--- src/rtl/wwdt_pkg.sv ---
package wwdt_pkg;

   localparam int CNT_W = 7;

   localparam logic [CNT_W-1:0] CNT_RST  = 7'h7F;
   localparam logic [CNT_W-1:0] CNT_LAST = 7'h40;
   localparam logic [CNT_W-1:0] CNT_PREW = 7'h41;

   localparam int CTRL_RUN_BIT  = 7;
   localparam int CTRL_MSB_BIT  = 6;
   localparam int CFG_PSC_LSB   = 8;
   localparam int CFG_WARN_BIT  = 10;
   localparam int PSC_W         = 2;

   typedef enum logic [1:0] {
      SEL_CTRL = 2'd0,
      SEL_CFG  = 2'd1,
      SEL_STAT = 2'd2,
      SEL_NONE = 2'd3
   } wwdt_sel_e;

   typedef struct packed {
      logic [CNT_W-1:0] window;
      logic [PSC_W-1:0] psc;
      logic             warn_en;
   } wwdt_cfg_t;

   localparam wwdt_cfg_t CFG_RST = '{window: 7'h7F, psc: 2'd0, warn_en: 1'b0};

endpackage

--- src/rtl/wwdt_prescaler.sv ---
module wwdt_prescaler
   import wwdt_pkg::*;
#(
   parameter int BASE_DIV = 4096
) (
   input  logic             clk,
   input  logic             rst_n,
   input  logic             run,
   input  logic             restart,
   input  logic [PSC_W-1:0] psc,
   output logic             tick
);

   localparam int NSEL   = 1 << PSC_W;
   localparam int MAXDIV = BASE_DIV << (NSEL - 1);
   localparam int PW     = $clog2(MAXDIV);

   generate
      if (BASE_DIV < 2) begin : g_bad_div
         $error("wwdt_prescaler: BASE_DIV must be at least 2");
      end
   endgenerate

   logic [PW-1:0] lim_m1 [NSEL];

   for (genvar i = 0; i < NSEL; i++) begin : g_lim
      assign lim_m1[i] = PW'((BASE_DIV << i) - 1);
   end

   logic [PW-1:0] pre_q;

   assign tick = run && (pre_q == lim_m1[psc]);

   always_ff @(posedge clk or negedge rst_n) begin
      if (!rst_n) begin
         pre_q <= '0;
      end else if (!run || restart || tick) begin
         pre_q <= '0;
      end else begin
         pre_q <= pre_q + 1'b1;
      end
   end

endmodule

--- src/rtl/wwdt_regs.sv ---
module wwdt_regs
   import wwdt_pkg::*;
#(
   parameter int DATA_W = 16
) (
   input  logic              clk,
   input  logic              rst_n,
   input  logic              wr_en,
   input  logic [1:0]        wr_addr,
   input  logic [DATA_W-1:0] wr_data,
   input  logic              fault,
   output wwdt_cfg_t         cfg,
   output logic              ctrl_wr,
   output logic              stat_wr,
   output logic [7:0]        ctrl_data
);

   generate
      if (DATA_W < CFG_WARN_BIT + 1) begin : g_bad_width
         $error("wwdt_regs: DATA_W too narrow for the configuration fields");
      end
   endgenerate

   wwdt_sel_e sel;
   logic      cfg_wr;

   assign sel       = wwdt_sel_e'(wr_addr);
   assign ctrl_wr   = wr_en && (sel == SEL_CTRL);
   assign cfg_wr    = wr_en && (sel == SEL_CFG);
   assign stat_wr   = wr_en && (sel == SEL_STAT);
   assign ctrl_data = wr_data[7:0];

   always_ff @(posedge clk or negedge rst_n) begin
      if (!rst_n) begin
         cfg <= CFG_RST;
      end else if (fault) begin
         cfg <= CFG_RST;
      end else if (cfg_wr) begin
         cfg.window  <= wr_data[CNT_W-1:0];
         cfg.psc     <= wr_data[CFG_PSC_LSB +: PSC_W];
         cfg.warn_en <= wr_data[CFG_WARN_BIT];
      end
   end

endmodule

--- src/rtl/wwdt_core.sv ---
module wwdt_core
   import wwdt_pkg::*;
(
   input  logic             clk,
   input  logic             rst_n,
   input  logic             tick,
   input  logic             ctrl_wr,
   input  logic [7:0]       ctrl_data,
   input  logic             stat_wr,
   input  wwdt_cfg_t        cfg,
   output logic [CNT_W-1:0] cnt_q,
   output logic             en_q,
   output logic             warn_q,
   output logic             rst_q,
   output logic             early_q,
   output logic             fault
);

   logic refresh, start, bad_load, too_early, timeout, early_fault, warn_set;

   always_comb begin
      refresh     = ctrl_wr && en_q;
      start       = ctrl_wr && !en_q && ctrl_data[CTRL_RUN_BIT];
      bad_load    = (refresh || start) && !ctrl_data[CTRL_MSB_BIT];
      too_early   = refresh && (cnt_q > cfg.window);
      timeout     = en_q && tick && !ctrl_wr && (cnt_q == CNT_LAST);
      early_fault = bad_load || too_early;
      fault       = early_fault || timeout;
      warn_set    = cfg.warn_en && en_q && tick && !ctrl_wr && (cnt_q == CNT_PREW);
   end

   always_ff @(posedge clk or negedge rst_n) begin
      if (!rst_n) begin
         cnt_q   <= CNT_RST;
         en_q    <= 1'b0;
         warn_q  <= 1'b0;
         rst_q   <= 1'b0;
         early_q <= 1'b0;
      end else begin
         rst_q   <= fault;
         early_q <= early_fault;
         if (fault) begin
            cnt_q  <= CNT_RST;
            en_q   <= 1'b0;
            warn_q <= 1'b0;
         end else begin
            if (ctrl_wr) begin
               cnt_q <= ctrl_data[CNT_W-1:0];
               en_q  <= en_q | ctrl_data[CTRL_RUN_BIT];
            end else if (en_q && tick) begin
               cnt_q <= cnt_q - 1'b1;
            end
            if (warn_set) begin
               warn_q <= 1'b1;
            end else if (stat_wr) begin
               warn_q <= 1'b0;
            end
         end
      end
   end

endmodule

--- src/rtl/wwdt_top.sv ---
module wwdt_top
   import wwdt_pkg::*;
#(
   parameter int BASE_DIV = 4096,
   parameter int DATA_W   = 16
) (
   input  logic              clk,
   input  logic              rst_n,
   input  logic              wr_en,
   input  logic [1:0]        wr_addr,
   input  logic [DATA_W-1:0] wr_data,
   output logic [6:0]        wd_cnt,
   output logic              wd_active,
   output logic              warn_flag,
   output logic              rst_req,
   output logic              rst_early
);

   wwdt_cfg_t  cfg;
   logic       ctrl_wr, stat_wr, tick, fault;
   logic [7:0] ctrl_data;

   wwdt_regs #(.DATA_W(DATA_W)) i_regs (
      .clk       (clk),
      .rst_n     (rst_n),
      .wr_en     (wr_en),
      .wr_addr   (wr_addr),
      .wr_data   (wr_data),
      .fault     (fault),
      .cfg       (cfg),
      .ctrl_wr   (ctrl_wr),
      .stat_wr   (stat_wr),
      .ctrl_data (ctrl_data)
   );

   wwdt_prescaler #(.BASE_DIV(BASE_DIV)) i_psc (
      .clk     (clk),
      .rst_n   (rst_n),
      .run     (wd_active),
      .restart (ctrl_wr),
      .psc     (cfg.psc),
      .tick    (tick)
   );

   wwdt_core i_core (
      .clk       (clk),
      .rst_n     (rst_n),
      .tick      (tick),
      .ctrl_wr   (ctrl_wr),
      .ctrl_data (ctrl_data),
      .stat_wr   (stat_wr),
      .cfg       (cfg),
      .cnt_q     (wd_cnt),
      .en_q      (wd_active),
      .warn_q    (warn_flag),
      .rst_q     (rst_req),
      .early_q   (rst_early),
      .fault     (fault)
   );

endmodule

--- config.mk ---
export PLATFORM = sky130hd
export DESIGN_NAME = wwdt_top
export DESIGN_NICKNAME = d
export VERILOG_FILES = /design/src/rtl/wwdt_pkg.sv /design/src/rtl/wwdt_prescaler.sv /design/src/rtl/wwdt_regs.sv /design/src/rtl/wwdt_core.sv /design/src/rtl/wwdt_top.sv
export SDC_FILE = /design/constraint.sdc
export NUM_CORES = 1
export LEC_CHECK = 0
export ABC_AREA = 0
export BUFFER_PORTS_ARGS = -buffer_cell sky130_fd_sc_hd__buf_4
export CAP_MARGIN = 40
export CORE_UTILIZATION = 51
export CTS_CLUSTER_SIZE = 14
export DETAILED_ROUTE_END_ITERATION = 8
export PLACE_DENSITY = 0.78
export SETUP_SLACK_MARGIN = 0.1
export SLEW_MARGIN = 25
export SYNTH_ARGS = -nofsm -noshare
export SYNTH_HDL_FRONTEND = slang
export SYNTH_SLANG_ARGS = --single-unit
--- constraint.sdc ---
create_clock -name clk -period 1.8 [get_ports clk]
set_input_delay 0.54 -clock clk [delete_from_list [all_inputs] [get_ports clk]]
set_output_delay 0.54 -clock clk [all_outputs]
set_load 0.01 [all_outputs]
-- After elaboration in Yosys (flattened, before gate mapping)
Cells that the tools add are included.
- output and inout port bits: 11
- bits of input ports: 21
- bits in registers: 36
- $add $sub $neg: 2
- reduce and logical (&&, ||, !) cells: 29
- eq/ne operators: 5
- muxes and demuxes: 14
- magnitude comparators: 2
- bitwise operators: 2
- operators with widths (kind ; count):
    2-to-1 mux 15 bit ; 3
    binary-select mux 15 bit (select 2 bit) ; 1
    2-to-1 mux 7 bit ; 3
    2-to-1 mux 10 bit ; 2
    logical AND 1 bit ; 16
    adder 15 x 1 -> 15 bit (second input constant) ; 1
    == test 15 bit ; 1
    == test 7 bit (second input constant) ; 2
    greater-than comparator 7 bit ; 1
    subtractor 7 x 1 -> 7 bit (second input constant) ; 1
    nonzero test 3 bit ; 2
    logical OR 1 bit ; 5
    2-to-1 mux 1 bit ; 5
    nonzero test 2 bit ; 2
    >= comparator 3 bit (second input constant) ; 1
    zero test 1 bit ; 3
    NOT 2 -> 3 bit ; 1
    == test 2 x 1 -> 1 bit (second input constant) ; 1
    == test 2 bit (second input constant) ; 1
    zero test 2 bit ; 1
    OR 1 bit ; 1

-- Longest topological paths before layout
- depth in word-level cells: 11
- gate-level depth with buffers: 8
- gate-level depth less buffers: 8

-- Hierarchy
From an unflattened synthesis, not the netlist that was laid out.
- cells, all modules: 215
- area total of the unflattened synthesis: 2130.8 sq um
- by module, submodules not included (module ; cells each ; area an instance (sq um) ; instances):
    wwdt_core ; 85 ; 797.0 ; 1
    wwdt_prescaler ; 76 ; 779.5 ; 1
    wwdt_regs ; 54 ; 554.3 ; 1

-- Worst setup path after synthesis
Ideal clock, no wire load.
- kind: input -> register
- start: input wr_addr[1]
- end: register i_core.cnt_q[0]
- buffers on the path: 1
- setup time: 0.082 ns
- required time: 1.718 ns
- stages: 7
- path slack: -0.133 ns
- arrival: 1.851 ns
- path through: or3b_1 -> buf_2 -> and3_4 -> o2111ai_1 -> and3_4 -> inv_2 -> a211o_1
- word-level cells in the longest chain between the ends: 9
- ends and longest elaborated chain (element ; RTL line ; RTL):
    from (decl) ; wwdt_top.sv:10 ; input logic [1:0] wr_addr,
    zero test 2 bit * ; wwdt_regs.sv:28 ; assign ctrl_wr = wr_en && (sel == SEL_CTRL);
    logical AND 1 bit * ; wwdt_regs.sv:28 ;
    logical AND 1 bit (2 in a row) ; wwdt_core.sv:23 ; start = ctrl_wr && !en_q && ctrl_data[CTRL_RUN_BIT];
    logical OR 1 bit ; wwdt_core.sv:24 ; bad_load = (refresh || start) && !ctrl_data[CTRL_MSB_BIT];
    logical AND 1 bit ; wwdt_core.sv:24 ;
    logical OR 1 bit ; wwdt_core.sv:27 ; early_fault = bad_load || too_early;
    logical OR 1 bit * ; wwdt_core.sv:28 ; fault = early_fault || timeout;
    via fault ; wwdt_top.sv:20 ; logic ctrl_wr, stat_wr, tick, fault;
    nonzero test 3 bit (no source line) / 2-to-1 mux 7 bit (equally long branches) ; n/a ;
    to (signal assigned) ; wwdt_core.sv:48 ; cnt_q <= ctrl_data[CNT_W-1:0];
    to (signal assigned) ; wwdt_core.sv:51 ; cnt_q <= cnt_q - 1'b1;
    to (decl) ; wwdt_core.sv:11 ; output logic [CNT_W-1:0] cnt_q,
The timed path passes the listed nets; every way through them passes the cells marked *.
A chain may end at the register's enable or synchronous reset.

-- Worst setup path in the final report
- start: register i_regs.cfg[4] (netlist name)
- end: register i_regs.cfg[0] (netlist name)
- word-level cells in the longest chain between the ends: 5
- ends and longest elaborated chain (element ; RTL line ; RTL):
    greater-than comparator 7 bit * ; wwdt_core.sv:25 ; too_early = refresh && (cnt_q > cfg.window);
    logical AND 1 bit * ; wwdt_core.sv:25 ;
    logical OR 1 bit * ; wwdt_core.sv:27 ;
    logical OR 1 bit * ; wwdt_core.sv:28 ;
    via fault ; wwdt_top.sv:20 ;
    2-to-1 mux 10 bit / nonzero test 2 bit (equally long branches) ; n/a ;
Marks and branches as above.

==> reports/results.tsv <==
stage	metric	value	unit
run_status	status	finished with violations	
run_status	violated checks	negative setup slack	
yosys	count of cell types in the netlist	42	
placement	# port buffers	26	
routing	DRT iter0 DRCs	176	
sta	Max Clock Freq	0.505	GHz
yosys	cell taking the most area after synthesis	dfrtp_1	
pwr	Max rail drop VDD	0.804	mV
yosys	Mapped Area	2050	sq um
critical_path	CP Class	flip-flop to flip-flop	
routing	drt total wl	6.99	mm
critical_path	Critical Path Source Type	flip-flop	
routing	Wirelength per Cell	19.7	um
cts	CTS tree	yes	
cts	total CTS buffers	5	
cts	H-tree levels	2	
global_route	routing usage on met3	6.25	%
cts	Worst-path clk slew	80	ps
global_route	vias in the first global route	2114	
pwr	Power Density	1000	nW/um^2
sta	Final Hold Fails	0	
placement	RePlAce Congestion	0.886	
final_layout	post-layout util	86.6	%
critical_path	Worst Path Buf+Inv	3	
routing	ANT nets after route	0	
yosys	Post-synth EDFFs	0	
critical_path	slowest stage delay, CP	520	ps
sta	crit share post-route	110	%
critical_path	CP Max Fanout	6	
yosys	Post-synth ARST share	100	%
yosys	Yosys warnings	0	
cts	CTS max path bufs	2	
global_route	GRT Resource Usage Total	30.9	%
sta	final critical-path required period	1980	ps
cts	CTS Hold Bufs	0	
sta	Clock Skew	10.1	ps
floorplan	Die Wd	65.4	um
critical_path	path depth of the worst reg2reg path	9	
global_route	M2 GR Usage	55.8	%
global_route	layer with the highest usage	met2	
sta	RSZ-0062 raised after global routing	yes	
floorplan	initial core utilization	54.7	%
routing	Via density	5.99	
final_layout	Area growth syn-to-layout	58.2	%
pwr	Pwr Total	3250	uW
yosys	top-count cell post-synth	nand2_1	
critical_path	Worst path slowest cell	dfstp_2	
floorplan	Top Ports	32	
floorplan	core area	3740	sq um
final_layout	layout cells sized above 1	51.3	%
global_route	largest net degree at the start of global routing	37	
critical_path	endpoint class of the critical path	flip-flop	
yosys	Avg Inst Size Synth	9.32	sq um
sta	Final WS setup	-181	ps
global_route	global-route wire length before repair	9.76	mm
floorplan	Rows	22	
final_layout	Register Area	918	sq um
cts	Skew-Pair Late Insertion Delay	300	ps
critical_path	CP required	2030	ps
sta	Finish-stage setup viols	30	
sta	TNS Setup	-2440	ps
critical_path	R2R setup slack	-180	ps
sta	Slew Viols, Final	0	
final_layout	diodes inserted	0	
min_path	Hold WC Path Type	input port to asynchronous set/reset pin	
routing	drt drc	0	
yosys	Synth Net Count	251	
yosys	ranking of synthesized cells by area	dfrtp_1 27%, dfstp_2 18%, ha_1 6.1%	
floorplan	Die H	65.4	um
final_layout	FILL cells	188	
critical_path	RR Startpoint	i_regs.cfg[4]	
yosys	most used flip-flop cell after synthesis	dfrtp_1	
cts	clock sink count	36	
job	Max-Cap Viols	0	
cts	root buffer cell	clkbuf_8	
yosys	synth cell count leaders	28 x nand2_1, 26 x nor2_1, 22 x dfrtp_1	
global_route	met1 GRT Util	33.4	%
placement	post-DP HPWL	3.73	mm
floorplan	Die ar.	4280	sq um
sta	Least-Margin Pin Slew	473	ps
critical_path	cells along the critical path	inv_1, ha_1, nand3b_1, a21oi_1, o221ai_2, and3_4, inv_4, buf_4, a21oi_2	
yosys	Synth top area share	26.9	%
routing	1st-pass router iterations	4	
yosys	sequential area share after synthesis	44.8	%
global_route	initial antenna violation count	0	
yosys	Yosys reg bits	36	
critical_path	RR Endpoint	i_regs.cfg[0]	
final_layout	Nets	336	
sta	relative slew slack	68.4	%
yosys	Cells after Synth	220	
critical_path	top cell family by delay on the critical path	flip-flops	
pwr	Static Leak	0.00140	uW
critical_path	Critical Path AT	2210	ps
routing	via count	2120	
final_layout	area taken by multi-input logic gates	1370	sq um
global_route	GRT overflow	0	
[what timing repair did]
item | CTS | global route
setup endpoints to repair | 35 | 37
cloned | 2 | 0
hold endpoints to repair | 0 | 0
gates resized for setup | 25 | 53
setup buffers | 10 | 9
pin swaps | 14 | 23
[logic make-up after synthesis]
kind of cell             share of synthesized area, %
multiplexers                                     2.50
buffers and inverters                            4.15
XOR/XNOR                                         5.98
flip-flops                                       44.8
AO/OA/AOI/OAI                                    12.3
AND/OR/NAND/NOR                                  24.2
adder cells (fa/ha/maj)                          6.11
[worst max-delay path by stage]
stage / from / to / slack (ps) / cells past startpoint
after detailed placement: wr_addr[0] / i_core.cnt_q[0] / -250 / 7
after global placement: wr_addr[0] / i_core.cnt_q[0] / -240 / 7
after floorplan: wr_addr[0] / i_core.cnt_q[0] / -40 / 7
after CTS: i_regs.cfg[6] / i_core.cnt_q[0] / -110 / 8
after global routing: i_regs.cfg[4] / i_regs.cfg[2] / -270 / 8
final: i_regs.cfg[4] / i_regs.cfg[0] / -180 / 9
[area by class of cell]
type                            instances  area share [%]
Multi-Input combinational cell        164            42.2
Inverter                               14            1.70
Tap cell                               48            1.85
Sequential cell                        36            28.3
Timing Repair Buffer                   84            23.1
Clock buffer                            8            2.78
[stage by stage]
step / instance area, sq um / hold slack (ps) / worst slack (ps) / instances
after floorplan: 2110 / 244 / -44.6 / 220
after global placement: 2630 / 495 / -243 / 326
after detailed placement: 2630 / 515 / -247 / 326
after CTS: 2950 / 218 / -110 / 346
after global routing: 3240 / 243 / -269 / 354
final: 3240 / 196 / -181 / 354
[sequential cells by signal, summed over array words and instances (netlist names)]
name	flops
i_psc.pre_q	15
i_regs.cfg	10
i_core.cnt_q	7
i_core.early_q	1
i_core.en_q	1
i_core.rst_q	1
i_core.warn_q	1
[report_power, final]
group / internal, uW / total (uW) / switching, uW / leakage (uW)
Sequential: 1010 / 1100 / 90.4 / 0.000447
Clock: 313 / 615 / 302 / 0.0000455
Combinational: 737 / 1540 / 800 / 0.000904
[routing by layer]
layer / vias to the layer above / share of wire (%)
li1: 931 / -
met1: 1065 / 37
met2: 91 / 54
met3: 33 / 5.2
met4: 0 / 4.3
met5: - / 0
[cells in the final DEF (no fill, tap or decap), types with 4 or more instances in the layout]
cell,instances
nand4_1,4
buf_6,11
xor2_1,4
nor2_4,15
nor4_2,4
nor2_1,10
ha_1,4
inv_1,10
nand3_1,13
clkbuf_8,6
ha_4,4
o211ai_1,7
nand2_1,28
and3_4,4
buf_4,68
xnor2_1,8
dfrtp_1,22
mux2i_1,4
a21oi_1,5
dfstp_2,14
a21oi_2,4
Note: power is estimated with default switching activity, not from simulation.
